$ cat config.mk
export PLATFORM = sky130hd
export DESIGN_NAME = ldst_agu
export DESIGN_NICKNAME = d
export VERILOG_FILES = /design/src/rtl/ldst_pkg.sv /design/src/rtl/ldst_addr_gen.sv /design/src/rtl/ldst_store_steer.sv /design/src/rtl/ldst_load_fmt.sv /design/src/rtl/ldst_agu.sv
export SDC_FILE = /design/constraint.sdc
export NUM_CORES = 1
export LEC_CHECK = 0
export CORE_MARGIN = 2
export CORE_UTILIZATION = 40
export CTS_BUF_LIST = sky130_fd_sc_hd__clkbuf_16
export CTS_CLUSTER_SIZE = 16
export DETAILED_ROUTE_END_ITERATION = 8
export PLACE_DENSITY = 0.95
export SLEW_MARGIN = 20
export SYNTH_ARGS = -nofsm -noshare
export SYNTH_HDL_FRONTEND = slang
export SYNTH_SLANG_ARGS = --single-unit
$ cat constraint.sdc
create_clock -name clk -period 10.6 [get_ports clk]
set_clock_uncertainty 0.2 [all_clocks]
set_input_delay 2.12 -clock clk [delete_from_list [all_inputs] [get_ports clk]]
set_output_delay 2.12 -clock clk [all_outputs]
set_load 0.005 [all_outputs]
$ cat src/rtl/ldst_pkg.sv
package ldst_pkg;

   localparam int unsigned WORD_W = 32;

   typedef enum logic [1:0] {
      IDX_PRE    = 2'b00,
      IDX_PRE_WB = 2'b01,
      IDX_POST   = 2'b10,
      IDX_RSVD   = 2'b11
   } idx_mode_e;

   typedef enum logic [1:0] {
      SZ_BYTE = 2'b00,
      SZ_HALF = 2'b01,
      SZ_WORD = 2'b10,
      SZ_RSVD = 2'b11
   } xfer_size_e;

endpackage

$ cat src/rtl/ldst_addr_gen.sv
module ldst_addr_gen
   import ldst_pkg::*;
#(
   parameter int unsigned ADDR_W      = 32,
   parameter int unsigned OFF_W       = 12,
   parameter int unsigned ADDER_STYLE = 1
) (
   input  logic              valid_i,
   input  idx_mode_e         mode_i,
   input  logic              up_i,
   input  logic [ADDR_W-1:0] base_i,
   input  logic [OFF_W-1:0]  off_i,
   output logic [ADDR_W-1:0] addr_o,
   output logic              wb_en_o,
   output logic [ADDR_W-1:0] wb_val_o
);

   logic [ADDR_W-1:0] off_ext;
   logic [ADDR_W-1:0] sum;

   assign off_ext = ADDR_W'(off_i);

   generate
      if (ADDER_STYLE == 0) begin : g_mux_adder
         // two carry chains, result picked after
         assign sum = up_i ? (base_i + off_ext) : (base_i - off_ext);
      end else begin : g_inv_adder
         // one carry chain, operand inverted with carry-in for subtract
         logic [ADDR_W-1:0] opnd;
         logic [ADDR_W-1:0] cin;
         assign opnd = up_i ? off_ext : ~off_ext;
         assign cin  = {{(ADDR_W-1){1'b0}}, ~up_i};
         assign sum  = base_i + opnd + cin;
      end
   endgenerate

   always_comb begin
      addr_o   = sum;
      wb_en_o  = 1'b0;
      wb_val_o = sum;
      case (mode_i)
         IDX_PRE_WB: wb_en_o = valid_i;
         IDX_POST: begin
            addr_o  = base_i;
            wb_en_o = valid_i;
         end
         default: wb_en_o = 1'b0;
      endcase
   end

endmodule

$ cat src/rtl/ldst_store_steer.sv
module ldst_store_steer
   import ldst_pkg::*;
#(
   parameter int unsigned DATA_W = 32,
   parameter int unsigned LANES  = DATA_W / 8,
   parameter int unsigned LANE_W = $clog2(LANES)
) (
   input  xfer_size_e          size_i,
   input  logic [LANE_W-1:0]   lane_i,
   input  logic [WORD_W-1:0]   data_i,
   output logic [LANES-1:0]    be_o,
   output logic [DATA_W-1:0]   wdata_o
);

   logic [LANE_W-1:0] half_idx;
   logic [LANE_W-1:0] word_idx;

   assign half_idx = lane_i >> 1;
   assign word_idx = lane_i >> 2;

   generate
      for (genvar g = 0; g < LANES; g++) begin : g_lane
         localparam logic [LANE_W-1:0] LN_B = LANE_W'(g);
         localparam logic [LANE_W-1:0] LN_H = LANE_W'(g / 2);
         localparam logic [LANE_W-1:0] LN_W = LANE_W'(g / 4);
         always_comb begin
            case (size_i)
               SZ_BYTE: begin
                  be_o[g]          = (lane_i == LN_B);
                  wdata_o[g*8 +: 8] = data_i[7:0];
               end
               SZ_HALF: begin
                  be_o[g]          = (half_idx == LN_H);
                  wdata_o[g*8 +: 8] = data_i[(g%2)*8 +: 8];
               end
               default: begin
                  be_o[g]          = (word_idx == LN_W);
                  wdata_o[g*8 +: 8] = data_i[(g%4)*8 +: 8];
               end
            endcase
         end
      end
   endgenerate

endmodule

$ cat src/rtl/ldst_load_fmt.sv
module ldst_load_fmt
   import ldst_pkg::*;
#(
   parameter int unsigned DATA_W = 32,
   parameter int unsigned LANES  = DATA_W / 8,
   parameter int unsigned LANE_W = $clog2(LANES)
) (
   input  xfer_size_e        size_i,
   input  logic              sign_i,
   input  logic [LANE_W-1:0] lane_i,
   input  logic [DATA_W-1:0] rdata_i,
   output logic [WORD_W-1:0] data_o
);

   logic [LANE_W-1:0] half_idx;
   logic [LANE_W-1:0] word_idx;
   logic [7:0]        b_pick;
   logic [15:0]       h_pick;
   logic [31:0]       w_pick;

   assign half_idx = lane_i >> 1;
   assign word_idx = lane_i >> 2;
   assign b_pick   = rdata_i[{lane_i, 3'b000} +: 8];
   assign h_pick   = rdata_i[{half_idx, 4'b0000} +: 16];
   assign w_pick   = rdata_i[{word_idx, 5'b00000} +: 32];

   always_comb begin
      case (size_i)
         SZ_BYTE: data_o = {{24{sign_i & b_pick[7]}}, b_pick};
         SZ_HALF: data_o = {{16{sign_i & h_pick[15]}}, h_pick};
         default: data_o = w_pick;
      endcase
   end

endmodule

$ cat src/rtl/ldst_agu.sv
module ldst_agu
   import ldst_pkg::*;
#(
   parameter int unsigned ADDR_W      = 32,
   parameter int unsigned DATA_W      = 32,
   parameter int unsigned OFF_W       = 12,
   parameter int unsigned ADDER_STYLE = 1
) (
   input  logic                  clk,
   input  logic                  rst_n,
   input  logic                  req_valid,
   input  logic                  req_load,
   input  logic [1:0]            idx_mode,
   input  logic                  offset_up,
   input  logic [1:0]            xfer_size,
   input  logic                  load_signed,
   input  logic [ADDR_W-1:0]     base_val,
   input  logic [OFF_W-1:0]      offset_val,
   input  logic [31:0]           store_data,
   output logic                  mem_req,
   output logic                  mem_we,
   output logic [ADDR_W-1:0]     mem_addr,
   output logic [DATA_W/8-1:0]   mem_be,
   output logic [DATA_W-1:0]     mem_wdata,
   input  logic [DATA_W-1:0]     mem_rdata,
   output logic                  wb_en,
   output logic [ADDR_W-1:0]     wb_value,
   output logic                  ld_valid,
   output logic [31:0]           ld_data
);

   localparam int unsigned LANES  = DATA_W / 8;
   localparam int unsigned LANE_W = $clog2(LANES);

   generate
      if (DATA_W < WORD_W || (DATA_W % WORD_W) != 0) begin : g_bad_data_w
         $error("ldst_agu: DATA_W must be a multiple of 32");
      end
      if (OFF_W < 1 || OFF_W > ADDR_W) begin : g_bad_off_w
         $error("ldst_agu: OFF_W must lie in 1..ADDR_W");
      end
      if (ADDR_W < LANE_W + 1) begin : g_bad_addr_w
         $error("ldst_agu: ADDR_W too narrow for the lane index");
      end
      if (ADDER_STYLE > 1) begin : g_bad_style
         $error("ldst_agu: ADDER_STYLE must be 0 or 1");
      end
   endgenerate

   idx_mode_e         mode_c;
   xfer_size_e        size_c;
   logic [LANE_W-1:0] lane_c;

   assign mode_c = idx_mode_e'(idx_mode);
   assign size_c = xfer_size_e'(xfer_size);
   assign lane_c = mem_addr[LANE_W-1:0];

   ldst_addr_gen #(
      .ADDR_W      (ADDR_W),
      .OFF_W       (OFF_W),
      .ADDER_STYLE (ADDER_STYLE)
   ) u_addr_gen (
      .valid_i  (req_valid),
      .mode_i   (mode_c),
      .up_i     (offset_up),
      .base_i   (base_val),
      .off_i    (offset_val),
      .addr_o   (mem_addr),
      .wb_en_o  (wb_en),
      .wb_val_o (wb_value)
   );

   ldst_store_steer #(
      .DATA_W (DATA_W),
      .LANES  (LANES),
      .LANE_W (LANE_W)
   ) u_store_steer (
      .size_i  (size_c),
      .lane_i  (lane_c),
      .data_i  (store_data),
      .be_o    (mem_be),
      .wdata_o (mem_wdata)
   );

   assign mem_req = req_valid;
   assign mem_we  = req_valid & ~req_load;

   // load context held across the memory's read latency
   logic              pend_q;
   xfer_size_e        size_q;
   logic              sign_q;
   logic [LANE_W-1:0] lane_q;
   logic [31:0]       fmt_data;

   always_ff @(posedge clk or negedge rst_n) begin
      if (!rst_n) begin
         pend_q <= 1'b0;
         size_q <= SZ_WORD;
         sign_q <= 1'b0;
         lane_q <= '0;
      end else begin
         pend_q <= req_valid & req_load;
         if (req_valid && req_load) begin
            size_q <= size_c;
            sign_q <= load_signed;
            lane_q <= lane_c;
         end
      end
   end

   ldst_load_fmt #(
      .DATA_W (DATA_W),
      .LANES  (LANES),
      .LANE_W (LANE_W)
   ) u_load_fmt (
      .size_i  (size_q),
      .sign_i  (sign_q),
      .lane_i  (lane_q),
      .rdata_i (mem_rdata),
      .data_o  (fmt_data)
   );

   assign ld_valid = pend_q;
   assign ld_data  = pend_q ? fmt_data : 32'h0;

endmodule

After elaboration in Yosys (flattened, before gate mapping)
Index checks and enable logic that the tools add are counted.
- $add $sub $neg: 2
- multiply operators: 0
- divide/modulo/power cells: 0
- magnitude comparators: 0
- equality and inequality tests: 7
- shift operators: 2
- multiplexer cells: 12
- bitwise gates (word level): 7
- reductions and logical operators: 7
- operator list (kind ; number):
    $mux 32 ; 3
    $pmux 32 s2 ; 1
    $add 32x1->32 ; 1
    $add 32x32->32 ; 1
    $not 12->32 ; 1
    $shiftx 32x6->16 ; 1
    $shiftx 32x6->8 ; 1
    $mux 8 ; 2
    $pmux 8 s2 ; 1
    $eq 2x1->1 const B ; 4
    $logic_not 2->1 ; 4
    $pmux 1 s2 ; 4
    $eq 2x2->1 const B ; 3
    $and 1x1->1 ; 4
    $reduce_or 2->1 ; 2
    $not 1->1 ; 2
    $logic_and 1x1->1 ; 1
    $mux 1 ; 1
- flip-flop bits (word level): 6
- bits in latches: 0
- bits in writable memories: 0
- bits in read-only memories: 0
- input bits: 118
- output and inout bits: 136
- word-level logic and storage cells: 41
- memories kept: 0

Longest topological paths before layout
- word-level depth: 7
- depth in mapped cells: 12
- mapped depth without buffers: 10

Cells and area by module
From an unflattened synthesis, not the netlist that was laid out.
- cells, all modules: 581
- area, all modules: 4212.8 um2
- by module, submodules not included (module ; times used ; cells each ; area an instance (um2) ; sequential area each (um2)):
    ldst_addr_gen ; 1 ; 354 ; 2483.6 ; 0.0
    ldst_load_fmt ; 1 ; 117 ; 724.4 ; 0.0
    ldst_store_steer ; 1 ; 60 ; 531.8 ; 0.0
    ldst_agu ; 1 ; 50 ; 473.0 ; 151.4

Worst setup path before layout
OpenSTA, ideal clock, no wires.
- path kind: in2out
- start point: in offset_up
- end point: out mem_addr[25]
- arrival time: 5.029 ns
- required time: 8.280 ns
- slack: 3.251 ns
- cell stages on the path: 11
- buffers on the path: 3
- path through: buf_2 > clkbuf_1 > inv_1 > ha_1 > clkbuf_1 > nand4_1 > a2111o_1 > nand4_1 > nand2_2 > mux2_4 > o41ai_2
- word-level cells in the longest chain between the ends: 4
- elaborated cells between the ends (all ways): 5
- those cells by class: 2 x add/sub; 2 x mux; 1 x bitwise
- ends and longest elaborated chain (what ; line ; text):
    start, declared ; ldst_agu.sv:14 ; input logic offset_up,
    $mux 32 ; ldst_addr_gen.sv:31 ; assign opnd = up_i ? off_ext : ~off_ext;
    $add 32x32->32 ; ldst_addr_gen.sv:33 ; assign sum = base_i + opnd + cin;
    $add 32x1->32 * ; ldst_addr_gen.sv:33 ;
    $mux 32 * ; ldst_addr_gen.sv:41 ; case (mode_i)
    end, declared ; ldst_agu.sv:22 ; output logic [ADDR_W-1:0] mem_addr,
Every way passes the cells marked *; elsewhere a longest branch is shown, timed or not.

Final worst setup path
- start point: in offset_up
- end point: out mem_addr[31]
Same word-level chain as after synthesis.

==> flow_summary_export.csv <==
group,metric,value,unit
run_status,status,"finished, final reports clean",
critical_path,cp.arrival,6.45,ns
synth,synth-seq-cells,6,
route,dr.pass1.iters,4,
synth,ys_seq_area_frac,0.04104,
critical_path,endpoint_kind,"output pin",
clock_network,cts-root-buf,"clkbuf_16",
critical_path,critPathMaxFanout,19,
floorplanning,floorplan.rows,35,
synth,ys_types,62,
sta,rsz0062_at_grt,"no",
sta,slew_headroom,0.3189,
place,portBuffers,253,
route,drc,0,
synth,synth_edf_count,0,
sta,fin_tns_setup,0,ns
place,gp_congestion,0.9717,
clock_network,post_cts_resized,0,
global_route,grt_pass1_vias,4830,
floorplanning,fp.dieW,100.0,µm
synth,synthArstFlopShare,1.000,
synth,synth_ff_type,"dfrtp_1",
synth,avgSynthCellArea,6.869,µm²
route,ant_nets,0,
global_route,grt_max_degree,33,
global_route,grt_overflow_total,0,
global_route,antenna_found_initial,0,
global_route,grt_pass1_wl,23490,µm
clock_network,cts_sinks,6,
route,via_per_inst,5.740,
route,wirelength,15130,µm
clock_network,htree_levels,1,
synth,synth_area,0.003689,mm²
synth,synth_cells,537,
critical_path,crit_type,"in -> out",
clock_network,ctsHoldBuffers,0,
place,preCtsSetupSlack,1.886,ns
clock_network,clkTransAtPathRegs,0.04,ns
power,comb_power_share,0.825,
power,leakagePower,0.002549,µW
power,vdd_drop_max,0.05719,mV
route,wl_per_cell,17.47,µm
finish,area_growth,69.47,%
power,powerDensity,93.07,mW/mm²
floorplanning,die_area,0.01001,mm²
floorplanning,io_pins,254,
sta,finalHoldViolCount,0,
sta,min_period,8.766,ns
sta,fin_crit_sh,0.8270,
sta,fin_ws,1.834,ns
finish,nNetsFinal,906,
route,drtIter0Drc,203,
power,switchingPower,233.6,µW
power,intPower,348.2,µW
global_route,grt_use_total,0.2838,
critical_path,startpoint_type,"input pin",
finish,diodes,0,
critical_path,crit_family,"buffers and inverters",
run,maxCapViolCount,0,
power,switching_share,0.4015,
clock_network,cts_inserted_buffers,3,
finish,drive_above_1_share,0.09272,
clock_network,clock_latency,0.23,ns
floorplanning,die_h,100.0,µm
power,seqPwrFrac,0.067,
clock_network,cts_buffer_depth,2,
critical_path,path_cells,"clkdlybuf4s50_1 -> inv_1 -> ha_1 -> a21oi_1 -> o21ai_0 -> o2111ai_1 -> a41oi_1 -> or4_4 -> a21oi_2 -> xnor2_1 -> clkdlybuf4s50_1",
min_path,hp-class,"reg -> reg",
sta,setup_viol,0,
power,p_clk_frac,0.108,
critical_path,required,8.28,ns
critical_path,worst_path_max_delay_cell,"clkdlybuf4s50_1",
place,dp_hpwl,12500,µm
critical_path,critPathMostFrequentCell,"clkdlybuf4s50_1",
floorplanning,initial_core_util,0.4049,
sta,max_freq,114.1,MHz
floorplanning,core,0.009109,mm²
clock_network,cts_setup_buffers,0,
sta,finalMaxSlewViolations,0,
clock_network,tritoncts,"yes",
route,vias,4971,
critical_path,max_stage_delay,0.99,ns
synth,yosys_warnings,0,
sta,worst_pin_slew,1.018,ns
critical_path,worst-path-buf-inv,3,
synth,synthesis.nets,687,
[power by group through the flow]
stage	clock network [µW]	registers, µW	logic, µW
floorplan	0	28.9	231
global placement	0	38.7	464
detailed placement	0	39.1	473
CTS	64.0	38.8	477
global route	65.0	40.2	517
finish	62.8	39.2	480
[flip-flops by register name, indices dropped and copies added, names as in the netlist]
signal / cells
sign_q: 1
lane_q: 2
size_q: 2
ld_valid: 1
[logic make-up (layout without fill, tap and decap cells)]
| logic type | count (synthesis) | in the layout | share of synthesized area |
|---|---|---|---|
| compound gates | 175 | 175 | 0.3168 |
| xor+xnor | 42 | 42 | 0.09973 |
| fa+ha+maj | 32 | 32 | 0.1106 |
| buf+inv | 69 | 287 | 0.08141 |
| flops | 6 | 6 | 0.04105 |
| mux | 52 | 52 | 0.1567 |
| simple gates | 161 | 161 | 0.1937 |
[worst reg2reg max path, cell delays in order, from the launching register on]
cell	delay, ns
dfstp_2	0.88
inv_1	0.29
o21ai_0	0.22
[cell usage in the layout (no fill, tap or decap), types with 9 or more instances in the layout]
cell type	count
nand4_1	9
nor2_1	33
mux2_2	42
xnor2_1	28
a31oi_1	11
xor2_1	14
a21oi_1	57
ha_1	31
clkdlybuf4s50_1	253
mux2i_1	9
a21o_1	9
nand2_1	85
o21ai_0	36
inv_1	30
[area by class of cell]
class | instances | area (µm²)
repair buffers | 253 | 2532
well taps | 111 | 138.9
fillers | 729 | 2858
multi-input cells | 462 | 3237
inverters | 30 | 112.6
flip-flops and latches | 6 | 151.4
clock buffers | 3 | 75.07
clock inverters | 1 | 3.754
[cell usage after synthesis (2+ instances only)]
cell type	number	area share
nand2_1	85	0.087
a21oi_1	57	0.077
mux2_2	42	0.13
o21ai_0	36	0.049
nor2_1	33	0.034
ha_1	31	0.11
inv_1	30	0.031
xnor2_1	28	0.066
clkbuf_1	22	0.022
xor2_1	14	0.033
a31oi_1	11	0.019
a21o_1	9	0.018
buf_4	9	0.018
mux2i_1	9	0.024
nand4_1	9	0.015
o21a_1	8	0.016
nor3_1	7	0.0095
o21bai_1	7	0.014
o221a_2	7	0.021
buf_2	6	0.0081
dfrtp_1	5	0.034
nor2b_1	5	0.0085
a211oi_1	4	0.0081
a21oi_2	4	0.0095
and2_1	4	0.0068
nand3_1	4	0.0054
o2111ai_1	4	0.0095
o21ai_1	4	0.0054
nand2b_1	3	0.0051
o211ai_1	3	0.0061
and3_1	2	0.0034
buf_1	2	0.0020
o211a_1	2	0.0054
o31ai_1	2	0.0041
or3_1	2	0.0034
[final timing paths]
path | from | endpoint | slack, ns | depth (start not counted)
min reg2reg | lane_q[0]$_DFFE_PN0P_ | lane_q[0]$_DFFE_PN0P_ | 0.32 | 2
min in group asynchronous | rst_n | size_q[0]$_DFFE_PN0P_ | 1.94 | 1
max in group asynchronous | rst_n | size_q[1]$_DFFE_PN1P_ | 7.99 | 1
min | lane_q[0]$_DFFE_PN0P_ | lane_q[0]$_DFFE_PN0P_ | 0.32 | 2
max reg2reg | size_q[1]$_DFFE_PN1P_ | size_q[1]$_DFFE_PN1P_ | 8.93 | 2
max | offset_up | mem_addr[31] | 1.83 | 11
[per-stage QoR]
stage / hold slack (ns) / instances / utilization / area, µm² / power (µW)
2_1_floorplan: 0.2803 / 537 / - / 3689 / 259.8
3_3_place_gp: 0.3021 / 862 / 0.6776 / 6172 / 502.5
3_5_place_dp: 0.3169 / 862 / 0.6776 / 6172 / 512.0
4_1_cts: 0.3249 / 866 / 0.6863 / 6251 / 580.3
5_1_grt: 0.3833 / 866 / 0.6863 / 6251 / 621.8
6_report: 0.3215 / 866 / 0.6863 / 6251 / 581.8
[per-layer routing]
layer | vias to the layer above | wire, µm | track usage
met2 | 249 | 7545 | 0.5151
met5 | - | 0 | 0
li1 | 2385 | - | -
met3 | 38 | 1157 | 0.04526
met1 | 2299 | 6021 | 0.3427
met4 | 0 | 404 | 0.08746
Note: power is estimated with default switching activity, not from simulation.
